[src/rtl/ycc_rgb_pkg.sv]
package ycc_rgb_pkg;
  localparam int ROWS    = 3;               // green, red, blue
  localparam int COLS    = 4;               // Y, U, V weight then offset
  localparam int SLOTS   = ROWS * COLS;
  localparam int SLOT_AW = $clog2(SLOTS);
  localparam int LATENCY = 3;

  // Reset contents of the matrix slots (studio-range SD conversion).
  function automatic logic [15:0] default_slot(input int idx);
    case (idx)
      0:       return 16'h04A7;
      1:       return 16'h1E6F;
      2:       return 16'h1CBF;
      3:       return 16'h0877;
      4:       return 16'h04A7;
      5:       return 16'h0000;
      6:       return 16'h0662;
      7:       return 16'h3211;
      8:       return 16'h04A7;
      9:       return 16'h0812;
      10:      return 16'h0000;
      11:      return 16'h2EB1;
      default: return 16'h0000;
    endcase
  endfunction
endpackage

[src/rtl/ycc_coef_bank.sv]
module ycc_coef_bank
  import ycc_rgb_pkg::*;
#(
  parameter int COEF_W  = 13,
  parameter int CONST_W = 14
) (
  input  logic                                   clk,
  input  logic                                   rst,
  input  logic                                   wr_en,
  input  logic [SLOT_AW-1:0]                     wr_slot,
  input  logic [CONST_W-1:0]                     wr_data,
  output logic [ROWS*(COLS-1)-1:0][COEF_W-1:0]   coef_o,
  output logic [ROWS-1:0][CONST_W-1:0]           konst_o
);
  // Every slot is read in parallel each clock, so slots are flops.
  for (genvar i = 0; i < SLOTS; i++) begin : g_slot
    localparam int          ROW = i / COLS;
    localparam int          COL = i % COLS;
    localparam logic [15:0] DEF = default_slot(i);

    if (COL == COLS - 1) begin : g_const
      logic [CONST_W-1:0] val_q;
      always_ff @(posedge clk) begin
        if (rst)
          val_q <= DEF[CONST_W-1:0];
        else if (wr_en && wr_slot == SLOT_AW'(i))
          val_q <= wr_data;
      end
      assign konst_o[ROW] = val_q;
    end else begin : g_coef
      logic [COEF_W-1:0] val_q;
      always_ff @(posedge clk) begin
        if (rst)
          val_q <= DEF[COEF_W-1:0];
        else if (wr_en && wr_slot == SLOT_AW'(i))
          val_q <= wr_data[COEF_W-1:0];
      end
      assign coef_o[ROW*(COLS-1)+COL] = val_q;
    end
  end
endmodule

[src/rtl/ycc_row_mac.sv]
module ycc_row_mac #(
  parameter int DATA_W      = 8,
  parameter int COEF_W      = 13,
  parameter int CONST_W     = 14,
  parameter int FRAC_BITS   = 10,
  parameter int CONST_SHIFT = 6
) (
  input  logic               clk,
  input  logic               rst,
  input  logic               en_mul,
  input  logic               en_sum,
  input  logic               en_out,
  input  logic [DATA_W-1:0]  y_i,
  input  logic [DATA_W-1:0]  u_i,
  input  logic [DATA_W-1:0]  v_i,
  input  logic [COEF_W-1:0]  cy_i,
  input  logic [COEF_W-1:0]  cu_i,
  input  logic [COEF_W-1:0]  cv_i,
  input  logic [CONST_W-1:0] k_i,
  output logic [DATA_W-1:0]  pix_o
);
  localparam int PROD_W = COEF_W + DATA_W + 1;
  localparam int KSH_W  = CONST_W + CONST_SHIFT;
  localparam int ACC_W  = ((PROD_W > KSH_W) ? PROD_W : KSH_W) + 2;
  localparam logic signed [ACC_W-1:0] RND     = ACC_W'(1) << (FRAC_BITS - 1);
  localparam logic signed [ACC_W-1:0] PIX_MAX = ACC_W'((1 << DATA_W) - 1);

  logic signed [PROD_W-1:0] py_q, pu_q, pv_q;
  logic signed [KSH_W-1:0]  k_q;
  logic signed [ACC_W-1:0]  acc_q;
  logic signed [ACC_W-1:0]  scaled;

  function automatic logic signed [PROD_W-1:0] mul(input logic [COEF_W-1:0] c,
                                                   input logic [DATA_W-1:0] d);
    return PROD_W'($signed(c)) * PROD_W'($signed({1'b0, d}));
  endfunction

  // Stage 1: products and offset aligned to the product scale.
  always_ff @(posedge clk) begin
    if (en_mul) begin
      py_q <= mul(cy_i, y_i);
      pu_q <= mul(cu_i, u_i);
      pv_q <= mul(cv_i, v_i);
      k_q  <= KSH_W'($signed(k_i)) <<< CONST_SHIFT;
    end
  end

  // Stage 2: sum with rounding bias.
  always_ff @(posedge clk) begin
    if (en_sum)
      acc_q <= ACC_W'(py_q) + ACC_W'(pu_q) + ACC_W'(pv_q) + ACC_W'(k_q) + RND;
  end

  always_comb scaled = acc_q >>> FRAC_BITS;

  // Stage 3: saturate into the pixel range.
  always_ff @(posedge clk) begin
    if (rst)
      pix_o <= '0;
    else if (en_out) begin
      if (scaled[ACC_W-1])
        pix_o <= '0;
      else if (scaled > PIX_MAX)
        pix_o <= '1;
      else
        pix_o <= scaled[DATA_W-1:0];
    end
  end
endmodule

[src/rtl/ycc_rgb_conv.sv]
module ycc_rgb_conv
  import ycc_rgb_pkg::*;
#(
  parameter int DATA_W      = 8,
  parameter int COEF_W      = 13,
  parameter int CONST_W     = 14,
  parameter int FRAC_BITS   = 10,
  parameter int CONST_SHIFT = 6
) (
  input  logic               clk,
  input  logic               rst,
  input  logic               cfg_we,
  input  logic [SLOT_AW-1:0] cfg_slot,
  input  logic [CONST_W-1:0] cfg_data,
  input  logic               in_valid,
  input  logic [DATA_W-1:0]  in_y,
  input  logic [DATA_W-1:0]  in_u,
  input  logic [DATA_W-1:0]  in_v,
  output logic               out_valid,
  output logic [DATA_W-1:0]  out_r,
  output logic [DATA_W-1:0]  out_g,
  output logic [DATA_W-1:0]  out_b
);
  logic [ROWS*(COLS-1)-1:0][COEF_W-1:0] coef_q;
  logic [ROWS-1:0][CONST_W-1:0]         konst_q;
  logic [ROWS-1:0][DATA_W-1:0]          row_pix;
  logic [LATENCY-1:0]                   vld_q;

  ycc_coef_bank #(.COEF_W(COEF_W), .CONST_W(CONST_W)) u_bank (
    .clk     (clk),
    .rst     (rst),
    .wr_en   (cfg_we),
    .wr_slot (cfg_slot),
    .wr_data (cfg_data),
    .coef_o  (coef_q),
    .konst_o (konst_q)
  );

  always_ff @(posedge clk) begin
    if (rst) vld_q <= '0;
    else     vld_q <= {vld_q[LATENCY-2:0], in_valid};
  end

  for (genvar r = 0; r < ROWS; r++) begin : g_row
    ycc_row_mac #(
      .DATA_W(DATA_W), .COEF_W(COEF_W), .CONST_W(CONST_W),
      .FRAC_BITS(FRAC_BITS), .CONST_SHIFT(CONST_SHIFT)
    ) u_row (
      .clk    (clk),
      .rst    (rst),
      .en_mul (in_valid),
      .en_sum (vld_q[0]),
      .en_out (vld_q[1]),
      .y_i    (in_y),
      .u_i    (in_u),
      .v_i    (in_v),
      .cy_i   (coef_q[r*(COLS-1)+0]),
      .cu_i   (coef_q[r*(COLS-1)+1]),
      .cv_i   (coef_q[r*(COLS-1)+2]),
      .k_i    (konst_q[r]),
      .pix_o  (row_pix[r])
    );
  end

  assign out_valid = vld_q[LATENCY-1];
  assign out_g     = row_pix[0];
  assign out_r     = row_pix[1];
  assign out_b     = row_pix[2];
endmodule

[config.mk]
export PLATFORM = sky130hd
export DESIGN_NAME = ycc_rgb_conv
export DESIGN_NICKNAME = d
export VERILOG_FILES = /design/src/rtl/ycc_rgb_pkg.sv /design/src/rtl/ycc_coef_bank.sv /design/src/rtl/ycc_row_mac.sv /design/src/rtl/ycc_rgb_conv.sv
export SDC_FILE = /design/constraint.sdc
export NUM_CORES = 2
export LEC_CHECK = 0
export BUFFER_PORTS_ARGS = -buffer_cell sky130_fd_sc_hd__buf_2
export CAP_MARGIN = 30
export CORE_AREA = 2 2 355 357
export DETAILED_ROUTE_END_ITERATION = 12
export DIE_AREA = 0 0 357 359
export SLEW_MARGIN = 10
export SYNTH_ARGS = -nofsm -noshare
export SYNTH_HDL_FRONTEND = slang
export SYNTH_SLANG_ARGS = --single-unit
export TNS_END_PERCENT = 5
[constraint.sdc]
create_clock -name clk -period 7.4 [get_ports clk]
set_clock_uncertainty 0.2 [all_clocks]
set_input_delay 1.11 -clock clk [delete_from_list [all_inputs] [get_ports clk]]
set_output_delay 1.11 -clock clk [all_outputs]
set_load 0.01 [all_outputs]
==> run summary <==
The number of hold buffers added after cts was 0. Clock-pin slew was measured on the worst setup and hold paths at 0.06 ns. The final critical path takes up 81.69% of the cycle. The flow ran to the end, and the final reports show no timing, DRC or antenna violations. The top achievable clock speed is 165.4 MHz. Summing the sequential cell areas from Yosys gives 21.98% of the chip area. In this run, the number of DRC markers left after iteration 0 of detailed routing was 1965. For this block, the via count after detailed routing is 37290. The initial utilization of the core area, before any placement, comes to 44.53%.

The floorplan step defined a die boundary enclosing 128200 um^2. For the required time of the critical path, the log shows 7.62 ns. The insertion delay of the later-clocked pin in the worst-skew pair was 0.68 ns.

For the register-to-register setup slack, the log shows 1.98 ns. For the count of nets after finishing, the log shows 7230. The worst path needs 6.045 ns of the cycle, external delays included. In the synthesized netlist the dominant register cell turns out to be sky130_fd_sc_hd__edfxtp_1. The worst setup path is of the in -> reg kind.

The final-layout worst hold slack was 0.2188 ns. The destination of the worst hold path was g_row[2].u_row.k_q[11]$_DFFE_PP_. Measured against its own limit, the worst slew margin works out to 34.26%. Max-cap violations in this run came to 0. Summed over all layers, the routed wires come to 131200 um. Clock tree synthesis selected as its root buffer the cell sky130_fd_sc_hd__clkbuf_16.

For this run, the slowest stage of the critical path takes 0.65 ns. TritonCTS built the clock tree. In the post-synthesis netlist, the biggest area contributors are sky130_fd_sc_hd__fa_1 31%, sky130_fd_sc_hd__edfxtp_1 15%, sky130_fd_sc_hd__ha_1 12%. For the number of antenna violations at the first check in global routing, the log shows 8. Setup repair after global routing left no endpoint under its margin. Buffers inserted during clock tree synthesis total 55. For this run, the total global-route usage over all layers was measured as 21.20%. The maximum clock path buffer count was 3.

The tools report the global-route wire length before repair as 213300 um. The logs give 124600 um^2 for the placeable core region and 5862 for the instance count of the mapped netlist. In this run the power density over the cells is 298.5 nW/um^2. At the end of routability-driven placement, the weighted congestion stood at 0.8351. Routing layer with the top usage in global route: met2. The H-tree was split into 2 levels. The logs give 0 for the number of setup violations in the final report and 0 for the number of warnings reported in the yosys synthesis log. The routing usage on met3 is 2.391%. The remaining global-route overflow was 0. From synthesis to final layout, the design area changed by 6.847%.

After floorplanning, the core was divided into 130 placement rows. Summed over all instances, the cell type with the most area after synthesis is sky130_fd_sc_hd__fa_1. The number of cells on the worst hold path came out at 0.

The final hold violation count came out at 0. By instance count, the cell type seen most on the critical path is sky130_fd_sc_hd__fa_1. After clock tree synthesis, the setup repair step added 0 buffers.

The floorplan die height is 359 um. The tools report the endpoint type of the worst setup path as a flip-flop. Counting cells, the worst reg-to-reg path comes to 17.

Adding up every negative setup slack in the final design gives 0 ns. The die span in x is 357 um, and the leakage power total is 0.02907 uW. The clock drives 468 sinks.

71 I/O pins were placed. The count of instances resized after the clock tree is built came out at 0. Counting flops and latches in the post-synthesis netlist gives 468.

The synthesized design contains 282 enable-type register cells. Remaining design rule violation count: 0. The min-delay analysis places its worst path in the category reg -> reg.

The maximum fanout encountered on the critical timing path was 39; the share of final-layout standard cells stronger than drive strength 1 was 3.515%. The vias per cell was 4.983; the via count of the first global-routing pass was 39200. The critical path goes through buf_2 -> nand2_1 -> inv_1 -> fa_1 -> fa_1 -> fa_1 -> inv_1 -> fa_1 -> inv_1 -> ha_1 -> and3_1 -> a221oi_1 -> nor2b_1 -> a41oi_1 -> a21oi_1 -> a211o_1 -> a21oi_1 -> xnor2_1. Across the VDD grid, the largest voltage drop is 0.4344 mV.

The startpoint identified for the worst register-to-register timing path is u_bank.g_slot[4].g_coef.val_q[12]$_SDFFE_PP0P_. The critical path data arrival time is 6.27 ns, and the top cell type's share of synthesized area is 31.39%. Summed over all nets, the half-perimeter wirelength after detailed placement is 101100 um. For the pin with the worst max-slew slack, the measured transition is 0.9861 ns. Among all stages on the critical path, the largest delay is contributed by sky130_fd_sc_hd__buf_2. Maximum number of pins on one net before global-route repair: 154.

For the cell area after synthesis, the log shows 55480 um^2. The global routing met2 resource utilization is 36.95%, and the post-detailed-route count of antenna-violating nets is 0. For the post-synthesis cell type count, the log shows 64. Async set-or-reset flop fraction in the synthesized netlist: 0%. The pre-antenna-repair detailed-routing pass consisted of 5 iterations. The worst register-to-register path ends at g_row[1].u_row.py_q[21]$_DFFE_PP_. The average instance in the mapped netlist occupies 9.464 um^2. The library cell used most frequently in the layout, excluding fill and tap cells, is sky130_fd_sc_hd__inv_1.

In the layout the commonest cells are 1337 x sky130_fd_sc_hd__inv_1, 870 x sky130_fd_sc_hd__fa_1, 782 x sky130_fd_sc_hd__nand2_1. During placement, the flow inserted port buffers numbering 70. The number of max-slew violations in the final report was 0; the fraction of met1 tracks used by global routing was 27.66%.

In the final routed layout, each cell accounts on average for 17.53 um. Synthesis produced a netlist with a net count of 7306. Origin of the worst min-delay path: u_bank.g_slot[11].g_const.val_q[5]$_SDFFE_PP1P_. The worst setup path is launched from an input pin.
## per-stage QoR
stage	instance area (um^2)	power [uW]	setup WS, ns	utilization [%]	instances
after global routing	59270	19480	0.9707	47.57	7482
after global placement	57240	14650	0.8129	45.94	7373
final	59280	17690	1.355	47.57	7483
after CTS	59220	17940	1.381	47.53	7478
after floorplan	55480	12190	1.370	-	5862
after detailed placement	57270	14790	0.6437	45.96	7375
## logic make-up after synthesis
family	after synthesis	synth area share, %
flops	468	21.98
buf+inv	1574	10.66
xor+xnor	200	3.157
fa+ha+maj	1398	43.30
mux	57	1.028
simple gates	1715	14.73
compound gates	450	5.142
## power by group
part | switching (uW) | total (uW) | internal, uW
clock network | 1220 | 2980 | 1760
logic | 5860 | 10500 | 4600
registers | 359 | 4260 | 3900
## registers in the layout (all words and copies together), names as in the netlist
| signal | count |
|---|---|
| u_bank.g_slot.g_coef.val_q | 117 |
| g_row.u_row.pu_q | 66 |
| g_row.u_row.pv_q | 66 |
| g_row.u_row.py_q | 66 |
| g_row.u_row.acc_q | 42 |
| g_row.u_row.k_q | 42 |
| u_bank.g_slot.g_const.val_q | 42 |
| g_row.u_row.pix_o | 24 |
| vld_q | 3 |
## worst max-delay path by stage
| stage | startpoint | endpoint | slack [ns] | depth (start not counted) |
|---|---|---|---|---|
| after floorplan | in_y[1] | g_row[1].u_row.py_q[21]$_DFFE_PP_ | 1.37 | 19 |
| after global placement | in_u[0] | g_row[0].u_row.pu_q[19]$_DFFE_PP_ | 0.81 | 17 |
| after detailed placement | in_y[0] | g_row[1].u_row.py_q[21]$_DFFE_PP_ | 0.64 | 18 |
| after CTS | in_y[0] | g_row[1].u_row.py_q[21]$_DFFE_PP_ | 1.38 | 18 |
| after global routing | in_y[0] | g_row[1].u_row.py_q[21]$_DFFE_PP_ | 0.97 | 18 |
| final | in_y[0] | g_row[1].u_row.py_q[21]$_DFFE_PP_ | 1.36 | 18 |
## synth_stat cells (60+ instances only)
cell type,instances
sky130_fd_sc_hd__ha_1,528
sky130_fd_sc_hd__a21oi_1,183
sky130_fd_sc_hd__and2_1,459
sky130_fd_sc_hd__nor2_1,241
sky130_fd_sc_hd__inv_1,1337
sky130_fd_sc_hd__dfxtp_1,186
sky130_fd_sc_hd__xnor2_1,169
sky130_fd_sc_hd__nand2_1,782
sky130_fd_sc_hd__o21ai_0,73
sky130_fd_sc_hd__fa_1,870
sky130_fd_sc_hd__nand3b_1,60
sky130_fd_sc_hd__edfxtp_1,282
sky130_fd_sc_hd__clkbuf_1,215
## final cells by class
type	count	area, um^2
Tap cell	1650	2064
Fill cell	11830	65320
Multi-Input combinational cell	3820	37370
Antenna cell	1	2.502
Sequential cell	468	12190
Clock inverter	31	454.2
Clock buffer	72	1501
Inverter	1337	5019
Timing Repair Buffer	104	666.9
## critical path, delay by kind of cell
family          cells  cell delay (ns)
xor+xnor            1             0.08
buf+inv             4             0.88
fa+ha+maj           5             2.28
compound gates      5             1.31
simple gates        3             0.60
## per-layer routing
layer / part of all wire [%] / vias to the layer above
li1: - / 17640
met1: 43 / 18780
met2: 50 / 699
met3: 4.3 / 161
met4: 3.1 / 8
met5: 0.042 / -
No activity file was read; power rests on OpenSTA's default activity.
